--- config.mk ---
export PLATFORM = sky130hd
export DESIGN_NAME = pwr_eq_ctrl
export DESIGN_NICKNAME = d
export VERILOG_FILES = /design/src/rtl/pwr_eq_pkg.sv /design/src/rtl/pwr_eq_meas.sv /design/src/rtl/pwr_eq_pi.sv /design/src/rtl/pwr_eq_serial.sv /design/src/rtl/pwr_eq_ctrl.sv
export SDC_FILE = /design/constraint.sdc
export NUM_CORES = 1
export LEC_CHECK = 0
export BUFFER_PORTS_ARGS = -buffer_cell sky130_fd_sc_hd__buf_2
export CORE_MARGIN = 3
export CORE_UTILIZATION = 30
export CTS_CLUSTER_SIZE = 28
export DETAILED_ROUTE_END_ITERATION = 8
export SETUP_SLACK_MARGIN = 0.4
export SLEW_MARGIN = 30
export SYNTH_ARGS = -nofsm -noshare
export SYNTH_HDL_FRONTEND = slang
export SYNTH_SLANG_ARGS = --single-unit
--- constraint.sdc ---
create_clock -name clk -period 17.6 [get_ports clk]
set_input_delay 3.52 -clock clk [delete_from_list [all_inputs] [get_ports clk]]
set_output_delay 3.52 -clock clk [all_outputs]
set_load 0.005 [all_outputs]
--- src/rtl/pwr_eq_pkg.sv ---
package pwr_eq_pkg;
  localparam int CODE_W = 6;
  localparam int WORD_W = 2 * CODE_W;
  localparam int FRAC = 8;

  typedef enum logic [2:0] {
    LP_IDLE,
    LP_MEASURE,
    LP_COMPUTE,
    LP_SHIFT,
    LP_LOAD
  } loop_st_e;

  typedef enum logic [1:0] {
    TX_IDLE,
    TX_LO,
    TX_HI,
    TX_LD
  } tx_st_e;
endpackage

--- src/rtl/pwr_eq_meas.sv ---
module pwr_eq_meas #(
  parameter int CNT_W = 11,
  parameter int GATE_CYC = 80000,
  parameter int SYNC_N = 2
) (
  input  logic             clk,
  input  logic             rst_n,
  input  logic             det_pulse,
  input  logic             start,
  output logic [CNT_W-1:0] cnt,
  output logic             done
);
  localparam int TMR_W = $clog2(GATE_CYC + 1);
  localparam logic [CNT_W-1:0] CNT_MAX = '1;

  logic [SYNC_N:0]    sync_q;
  logic               edge_seen;
  logic               active_q;
  logic [TMR_W-1:0]   tmr_q;
  logic [CNT_W-1:0]   cnt_q;

  // synchronizer chain plus one delayed stage for edge detection
  always_ff @(posedge clk or negedge rst_n) begin
    if (!rst_n) sync_q <= '0;
    else        sync_q <= {sync_q[SYNC_N-1:0], det_pulse};
  end

  assign edge_seen = sync_q[SYNC_N-1] & ~sync_q[SYNC_N];
  assign done      = active_q && (tmr_q == '0);
  assign cnt       = cnt_q;

  always_ff @(posedge clk or negedge rst_n) begin
    if (!rst_n) begin
      active_q <= 1'b0;
      tmr_q    <= '0;
      cnt_q    <= '0;
    end else if (start) begin
      active_q <= 1'b1;
      tmr_q    <= TMR_W'(GATE_CYC - 1);
      cnt_q    <= '0;
    end else if (active_q) begin
      if (edge_seen && cnt_q != CNT_MAX) cnt_q <= cnt_q + 1'b1;
      if (tmr_q == '0) active_q <= 1'b0;
      else             tmr_q <= tmr_q - 1'b1;
    end
  end

  // count only moves inside the gate
  a_r2_cnt_hold: assert property (@(posedge clk) disable iff (!rst_n)
    (!active_q && !start) |=> $stable(cnt_q));
endmodule

--- src/rtl/pwr_eq_pi.sv ---
module pwr_eq_pi
  import pwr_eq_pkg::*;
#(
  parameter int CNT_W = 11,
  parameter int SH_W = 4
) (
  input  logic              clk,
  input  logic              rst_n,
  input  logic              stb,
  input  logic [CNT_W-1:0]  meas,
  input  logic [CNT_W-1:0]  setpoint,
  input  logic [SH_W-1:0]   kp_shift,
  input  logic [SH_W-1:0]   ki_shift,
  output logic [CODE_W-1:0] code
);
  localparam int ACC_W = CNT_W + FRAC + 3;
  localparam int I_W = CODE_W + FRAC;
  localparam logic signed [ACC_W-1:0] U_HI = ACC_W'(1 << I_W);
  localparam logic signed [ACC_W-1:0] I_MAX = ACC_W'((1 << I_W) - 1);

  logic signed [ACC_W-1:0] integ_q, integ_nx;
  logic [CODE_W-1:0]       code_q, code_nx;

  function automatic logic signed [ACC_W-1:0] err_of(
    input logic [CNT_W-1:0] sp, input logic [CNT_W-1:0] m);
    return $signed(ACC_W'(sp)) - $signed(ACC_W'(m));
  endfunction

  // one PI step: returns the new code and the new integrator value
  function automatic void pi_step(
    input  logic signed [ACC_W-1:0] integ,
    input  logic signed [ACC_W-1:0] err,
    input  logic [SH_W-1:0]         kp,
    input  logic [SH_W-1:0]         ki,
    output logic [CODE_W-1:0]       c,
    output logic signed [ACC_W-1:0] inext);
    logic signed [ACC_W-1:0] es, p, ic, u;
    logic hi, lo, freeze;
    es = err <<< FRAC;
    p  = es >>> kp;
    ic = integ + (es >>> ki);
    u  = ic + p;
    hi = (u >= U_HI);
    lo = (u < 0);
    if (hi)      c = '1;
    else if (lo) c = '0;
    else         c = u[FRAC +: CODE_W];
    freeze = (hi && err > 0) || (lo && err < 0);
    if (freeze)         inext = integ;
    else if (ic < 0)    inext = '0;
    else if (ic > I_MAX) inext = I_MAX;
    else                inext = ic;
  endfunction

  always_comb begin
    pi_step(integ_q, err_of(setpoint, meas), kp_shift, ki_shift, code_nx, integ_nx);
  end

  always_ff @(posedge clk or negedge rst_n) begin
    if (!rst_n) begin
      integ_q <= '0;
      code_q  <= '0;
    end else if (stb) begin
      integ_q <= integ_nx;
      code_q  <= code_nx;
    end
  end

  assign code = code_q;

  // integrator moves only on the compute strobe
  a_r10_integ_hold: assert property (@(posedge clk) disable iff (!rst_n)
    !stb |=> $stable(integ_q));
  // integrator stays inside its range
  a_r4_integ_range: assert property (@(posedge clk) disable iff (!rst_n)
    stb |=> (integ_q >= 0) && (integ_q <= I_MAX));
endmodule

--- src/rtl/pwr_eq_serial.sv ---
module pwr_eq_serial
  import pwr_eq_pkg::*;
#(
  parameter int DIV_W = 4
) (
  input  logic              clk,
  input  logic              rst_n,
  input  logic              start,
  input  logic [WORD_W-1:0] word,
  input  logic [DIV_W-1:0]  div_half,
  output logic              ser_data,
  output logic              ser_clk,
  output logic              ser_load,
  output logic              tx_idle,
  output logic              tx_in_load,
  output logic              tx_done
);
  localparam int HALF_W = DIV_W + 1;
  localparam int BIT_W = $clog2(WORD_W);

  tx_st_e            st_q;
  logic [HALF_W-1:0] tmr_q, half_q;
  logic [BIT_W-1:0]  bit_q;
  logic [WORD_W-1:0] sh_q;

  always_ff @(posedge clk or negedge rst_n) begin
    if (!rst_n) begin
      st_q   <= TX_IDLE;
      tmr_q  <= '0;
      half_q <= '0;
      bit_q  <= '0;
      sh_q   <= '0;
    end else begin
      case (st_q)
        TX_IDLE: if (start) begin
          sh_q   <= word;
          bit_q  <= BIT_W'(WORD_W - 1);
          half_q <= HALF_W'(div_half) + HALF_W'(1);
          tmr_q  <= HALF_W'(div_half) + HALF_W'(1);
          st_q   <= TX_LO;
        end
        TX_LO: begin
          if (tmr_q == '0) begin
            st_q  <= TX_HI;
            tmr_q <= half_q;
          end else tmr_q <= tmr_q - 1'b1;
        end
        TX_HI: begin
          if (tmr_q == '0) begin
            tmr_q <= half_q;
            if (bit_q == '0) st_q <= TX_LD;
            else begin
              sh_q  <= {sh_q[WORD_W-2:0], 1'b0};
              bit_q <= bit_q - 1'b1;
              st_q  <= TX_LO;
            end
          end else tmr_q <= tmr_q - 1'b1;
        end
        TX_LD: begin
          if (tmr_q == '0) st_q <= TX_IDLE;
          else             tmr_q <= tmr_q - 1'b1;
        end
        default: st_q <= TX_IDLE;
      endcase
    end
  end

  assign ser_clk    = (st_q == TX_HI);
  assign ser_load   = (st_q == TX_LD);
  assign ser_data   = ((st_q == TX_LO) || (st_q == TX_HI)) && sh_q[WORD_W-1];
  assign tx_idle    = (st_q == TX_IDLE);
  assign tx_in_load = (st_q == TX_LD);
  assign tx_done    = (st_q == TX_LD) && (tmr_q == '0);

  logic [HALF_W:0] hi_len_q;
  always_ff @(posedge clk or negedge rst_n) begin
    if (!rst_n)       hi_len_q <= '0;
    else if (ser_clk) hi_len_q <= hi_len_q + 1'b1;
    else              hi_len_q <= '0;
  end

  // data does not move while the serial clock is high
  a_r5_data_steady: assert property (@(posedge clk) disable iff (!rst_n)
    (ser_clk && $past(ser_clk)) |-> $stable(ser_data));
  // each high phase lasts div_half+2 cycles
  a_r6_high_len: assert property (@(posedge clk) disable iff (!rst_n)
    $fell(ser_clk) |-> (hi_len_q == {1'b0, half_q} + 1'b1));
  // load strobe follows a high clock phase
  a_r7_load_after_clk: assert property (@(posedge clk) disable iff (!rst_n)
    $rose(ser_load) |-> $past(ser_clk));
endmodule

--- src/rtl/pwr_eq_ctrl.sv ---
module pwr_eq_ctrl
  import pwr_eq_pkg::*;
#(
  parameter int CNT_W = 11,
  parameter int GATE_CYC = 80000,
  parameter int SH_W = 4,
  parameter int DIV_W = 4,
  parameter int SYNC_N = 2
) (
  input  logic              clk,
  input  logic              rst_n,
  input  logic              det_pulse,
  input  logic              loop_en,
  input  logic              sw_en,
  input  logic [CNT_W-1:0]  setpoint,
  input  logic [SH_W-1:0]   kp_shift,
  input  logic [SH_W-1:0]   ki_shift,
  input  logic [CODE_W-1:0] hold_code,
  input  logic [DIV_W-1:0]  div_half,
  output logic              ser_data,
  output logic              ser_clk,
  output logic              ser_load,
  output logic              drv_en,
  output logic              busy
);
  loop_st_e          st_q, st_d;
  logic              meas_start, meas_done, pi_stb, tx_start;
  logic              tx_idle, tx_in_load, tx_done;
  logic [CNT_W-1:0]  meas_cnt;
  logic [CODE_W-1:0] loop_code;
  logic              drv_en_q;

  always_comb begin
    st_d       = st_q;
    meas_start = 1'b0;
    pi_stb     = 1'b0;
    tx_start   = 1'b0;
    case (st_q)
      LP_IDLE: if (loop_en) begin
        meas_start = 1'b1;
        st_d       = LP_MEASURE;
      end
      LP_MEASURE: if (meas_done) st_d = LP_COMPUTE;
      LP_COMPUTE: begin
        pi_stb = 1'b1;
        st_d   = LP_SHIFT;
      end
      LP_SHIFT: begin
        tx_start = tx_idle;
        if (tx_in_load) st_d = LP_LOAD;
      end
      LP_LOAD: if (tx_done) st_d = LP_IDLE;
      default: st_d = LP_IDLE;
    endcase
  end

  always_ff @(posedge clk or negedge rst_n) begin
    if (!rst_n) begin
      st_q     <= LP_IDLE;
      drv_en_q <= 1'b0;
    end else begin
      st_q     <= st_d;
      drv_en_q <= sw_en;
    end
  end

  assign busy   = (st_q != LP_IDLE);
  assign drv_en = drv_en_q;

  pwr_eq_meas #(.CNT_W(CNT_W), .GATE_CYC(GATE_CYC), .SYNC_N(SYNC_N)) meas_i (
    .clk(clk), .rst_n(rst_n), .det_pulse(det_pulse), .start(meas_start),
    .cnt(meas_cnt), .done(meas_done));

  pwr_eq_pi #(.CNT_W(CNT_W), .SH_W(SH_W)) pi_i (
    .clk(clk), .rst_n(rst_n), .stb(pi_stb), .meas(meas_cnt), .setpoint(setpoint),
    .kp_shift(kp_shift), .ki_shift(ki_shift), .code(loop_code));

  pwr_eq_serial #(.DIV_W(DIV_W)) ser_i (
    .clk(clk), .rst_n(rst_n), .start(tx_start), .word({loop_code, hold_code}),
    .div_half(div_half), .ser_data(ser_data), .ser_clk(ser_clk), .ser_load(ser_load),
    .tx_idle(tx_idle), .tx_in_load(tx_in_load), .tx_done(tx_done));

  // driver enable is the switch request one cycle late
  a_r8_drv_follow: assert property (@(posedge clk) disable iff (!rst_n)
    1'b1 |=> (drv_en == $past(sw_en)));
  // no loop starts while disabled in idle
  a_r9_idle_hold: assert property (@(posedge clk) disable iff (!rst_n)
    (!busy && !loop_en) |=> !busy);
  // serial lines are quiet outside a loop
  a_r9_quiet: assert property (@(posedge clk) disable iff (!rst_n)
    !busy |-> (!ser_clk && !ser_load));
endmodule

==> flow_results.org <==
** Worst hold path
- Along the worst hold path, the cell count comes to 0.
- The worst hold path begins at meas_i.sync_q[0].
- The tightest min-delay check is of the reg -> reg type.
- The worst hold path terminates at meas_i.sync_q[1].

** Worst setup path
- In this run the critical register-to-register path is captured at pi_i.integ_q[0].
- In this design, the stage delay of the slowest critical-path cell is 0.63 ns.
- The number of cells on the worst reg-to-reg path is 30.
- Arrival time at the worst endpoint :: 11.32 ns
- Setup crit start kind :: primary input
- Startpoint of the most critical register-to-register path :: meas_i.cnt[3]
- Cell type of the slowest stage on the worst timing path :: sky130_fd_sc_hd__xnor2_1
- Crit-path most repeated cell :: sky130_fd_sc_hd__a21oi_1
- Data on the critical path is required at its endpoint by 17.84 ns.
- R2R setup slack :: 9.31 ns
- In this run the worst path has a maximum fanout of 21.
- Sort of element at the end of the critical path :: flop
- The critical path is of the in -> reg type.

** Die
- The die is 168.8 um tall.
- Initial Utilization :: 31.02%
- After floorplanning, the core was divided into 58 placement rows.
- The die covers 28480 sq um.
- The floorplan step defined a core boundary enclosing 25620 sq um.
- Measured along the x axis, the die boundary spans 168.8 um.
- Io pins :: 39

** Yosys
- For this run, the leading register cell type out of synthesis is sky130_fd_sc_hd__dfrtp_1.
- Post-synthesis cell area :: 7948 sq um
- The top cell type by area accounts for 28.65% of the synthesized area.
- Cell type contributing the most total cell area after synthesis :: sky130_fd_sc_hd__dfrtp_1
- Leading cell types by total area after synthesis :: sky130_fd_sc_hd__dfrtp_1, sky130_fd_sc_hd__ha_1, sky130_fd_sc_hd__mux2i_1
- Synthesis produced a netlist with a net count of 1029.
- Yosys synthesis warning count :: 0
- Average footprint of a synthesized cell :: 8.546 sq um
- The number of different library cells used by synthesis comes to 82.
- #FFs+latches synth :: 91
- For this run, the register share of the synthesized area comes to 28.65%.
- By count the netlist is led by sky130_fd_sc_hd__dfrtp_1, sky130_fd_sc_hd__nand2_1, sky130_fd_sc_hd__o21ai_0.
- Number of cells produced by synthesis :: 930
- Most numerous cell in the Yosys netlist :: sky130_fd_sc_hd__dfrtp_1
- In this run, synthesis inferred 0 flip-flops with an integrated enable.
- Fraction of synthesis flops using an asynchronous set or reset pin :: 100.0%

** Status
- Result of the run :: completed

** Timing
- The final hold violation count is 0.
- Setup violations remaining at the end of the flow were counted as 0.
- For the finished layout, the period the worst path requires is 11.08 ns.
- Derived from the worst setup path, the maximum achievable clock frequency is 90.26 MHz.
- Number of pins with negative max-slew slack in the final report :: 0
- At the pin with the least slew margin, the transition time is 0.8296 ns.
- Fin Setup TNS :: 0 ns
- Setup repair after global routing left no endpoint under its margin.
- After layout, the worst setup slack is 6.520 ns.
- The worst path uses 62.95% of the clock period.
- The worst pin sits at a relative slew slack of 44.69%.
- The clock arrives with 0.01568 ns of skew.

** Detailed routing
- Routed wire length :: 19660 um
- After detailed routing, the average wire length per cell comes to 15.37 um.
- The first routing iteration left 558 violations.
- Vias per Instance :: 5.291
- 1st-pass router iterations :: 5
- DRC violations left :: 0
- In this run the remaining antenna-violating nets after routing total 0.
- Across all layers, the routed design uses 6767 vias.

** Place
- Placed standard-cell area :: 8411 sq um
- At the end of routability-driven placement, the weighted congestion stood at 0.8649.
- During placement, the flow inserted port buffers numbering 38.
- Pre-CTS WS :: 6.081 ns
- Once detailed placement completed, the half-perimeter wirelength came to 15090 um.

** Power and ir drop
- In this run the static leakage power is 3.817 nW.
- Per report_power, the combinational group accounts for 48.9% of the total.
- VDD sags by at most 0.05160 mV.
- Net switching is 41.43% of the power.
- Total power per unit cell area :: 99.15 nW/um^2
- Cell internal power was estimated by the tool at 0.5071 mW.
- Reg power frac :: 27.1%
- Switching power summed over all nets :: 0.3588 mW
- Of the total power, the clock network draws 24.0%.
- Overall Power :: 0.8659 mW

** Clock network
- TritonCTS created 9 clock buffers.
- For this design, the sink count on the clock tree is 91.
- Post-cts resize count :: 0
- In this run the post-CTS setup repair buffer count came out at 0.
- Buffers inserted to repair hold after CTS numbered 0.
- Root cell of the clock tree :: sky130_fd_sc_hd__clkbuf_16
- TritonCTS built the clock tree.
- In this run the number of H-tree levels came out at 3.
- Buffer levels on the longest clock path :: 2
- After clock tree synthesis, the clock-pin slew on the worst setup and hold paths is 0.08 ns.
- Source-to-sink clock delay at the later pin of the worst-skew pair :: 0.36 ns

** GRT
- The initial antenna violation count is 0.
- Overall track demand over capacity in global routing :: 14.02%
- The first global-routing pass estimated 32950 um of wire.
- Global route total overflow :: 0
- Entering global routing, the biggest net connects 72 pins.
- Vias in the first global route :: 6366

** Job
- Across the run, the number of max-cap violations was 0.

** Cells and area
- Number of nets in the finished design :: 1043
- Register Area :: 2277 sq um
- The number of antenna diodes in the final layout is 0.
- The finished cells cover 8733 sq um.
- Combined area of the multi-input logic cells :: 5346 sq um
- Area growth syn-to-layout :: 9.887%
- The filler cells instantiated in the layout total 2617.
- Of the cells placed in the final design, the portion with a size suffix greater than 1 is 9.800%.
-- cell families after synthesis --
| kind of cell | count (synthesis) | synth area share [%] |
|---|---|---|
| AOI/OAI and AO/OA | 263 | 21.65 |
| xor gates and xnor gates | 58 | 6.392 |
| and+or+nand+nor | 294 | 18.03 |
| muxes | 76 | 10.47 |
| buffers and inverters | 82 | 4.156 |
| adders and majority gates | 66 | 10.66 |
| DFF | 91 | 28.65 |
-- critical path, delay by kind of cell --
family	cells	cell delay [ns]
compound gates	17	3.83
xor+xnor	3	0.89
fa+ha+maj	4	1.22
buf+inv	2	0.13
mux	2	0.52
simple gates	7	1.22
-- cell usage in the layout (no fill, tap or decap), drive strengths merged, types with 18 or more instances in the layout --
cell type	Yosys	final
nand2	89	89
nor3	26	26
buf	9	41
a21oi	62	62
nand2b	24	24
or3	18	18
o21ai	94	94
ha	62	62
dfrtp	91	91
mux2i	64	64
xnor2	43	43
inv	43	48
nor2	70	70
-- worst max path at each step --
stage | startpoint | endpoint | slack [ns] | cells past startpoint
2_1_floorplan | setpoint[0] | pi_i.integ_q[10] | 7.37 | 32
3_3_place_gp | setpoint[0] | pi_i.integ_q[0] | 6.12 | 35
3_5_place_dp | setpoint[0] | pi_i.integ_q[0] | 6.08 | 35
4_1_cts | setpoint[0] | pi_i.integ_q[0] | 6.44 | 35
5_1_grt | setpoint[2] | pi_i.integ_q[0] | 5.93 | 30
6_report | setpoint[0] | pi_i.integ_q[0] | 6.52 | 35
-- power by group through the flow --
stage	registers (mW)	clock network, mW	logic [mW]
3_5_place_dp	0.238	0	0.417
4_1_cts	0.235	0.215	0.419
3_3_place_gp	0.238	0	0.416
5_1_grt	0.237	0.225	0.473
2_1_floorplan	0.235	0	0.319
6_report	0.235	0.208	0.424
-- routing by layer --
metal | GRT usage, % | share of wire (%) | routed length (um)
met4 | 3.593 | 1.3 | 256
met1 | 20.08 | 50 | 9761
met5 | 0 | 0 | 0
met3 | 2.359 | 4.0 | 788
met2 | 22.01 | 45 | 8853
-- through the flow --
step	utilization [%]	hold slack [ns]	cells
after detailed placement	32.83	0.3596	1263
after floorplan	-	0.3312	930
after global routing	34.09	0.3826	1279
after CTS	34.05	0.3782	1279
after global placement	32.83	0.3571	1263
final	34.09	0.3761	1279
-- layout make-up --
type                       instances  area share (%)
multi-input combinational        757           61.22
inverter                          44           1.891
clock inverter                     7           1.003
tap                              330           4.728
sequential                        91           26.07
clock buffer                       9           2.579
timing repair buffer              41           2.507
-- sequential cells by signal (all words and copies together), names as in the netlist --
name	count
st_q	3
ser_i.half_q	5
meas_i.tmr_q	17
meas_i.active_q	1
meas_i.cnt	11
ser_i.bit_q	4
ser_i.sh_q	12
meas_i.sync_q	3
pi_i.integ_q	21
drv_en	1
pi_i.code	6
ser_i.st_q	2
ser_i.tmr_q	5
No activity file was read; power rests on OpenSTA's default activity.
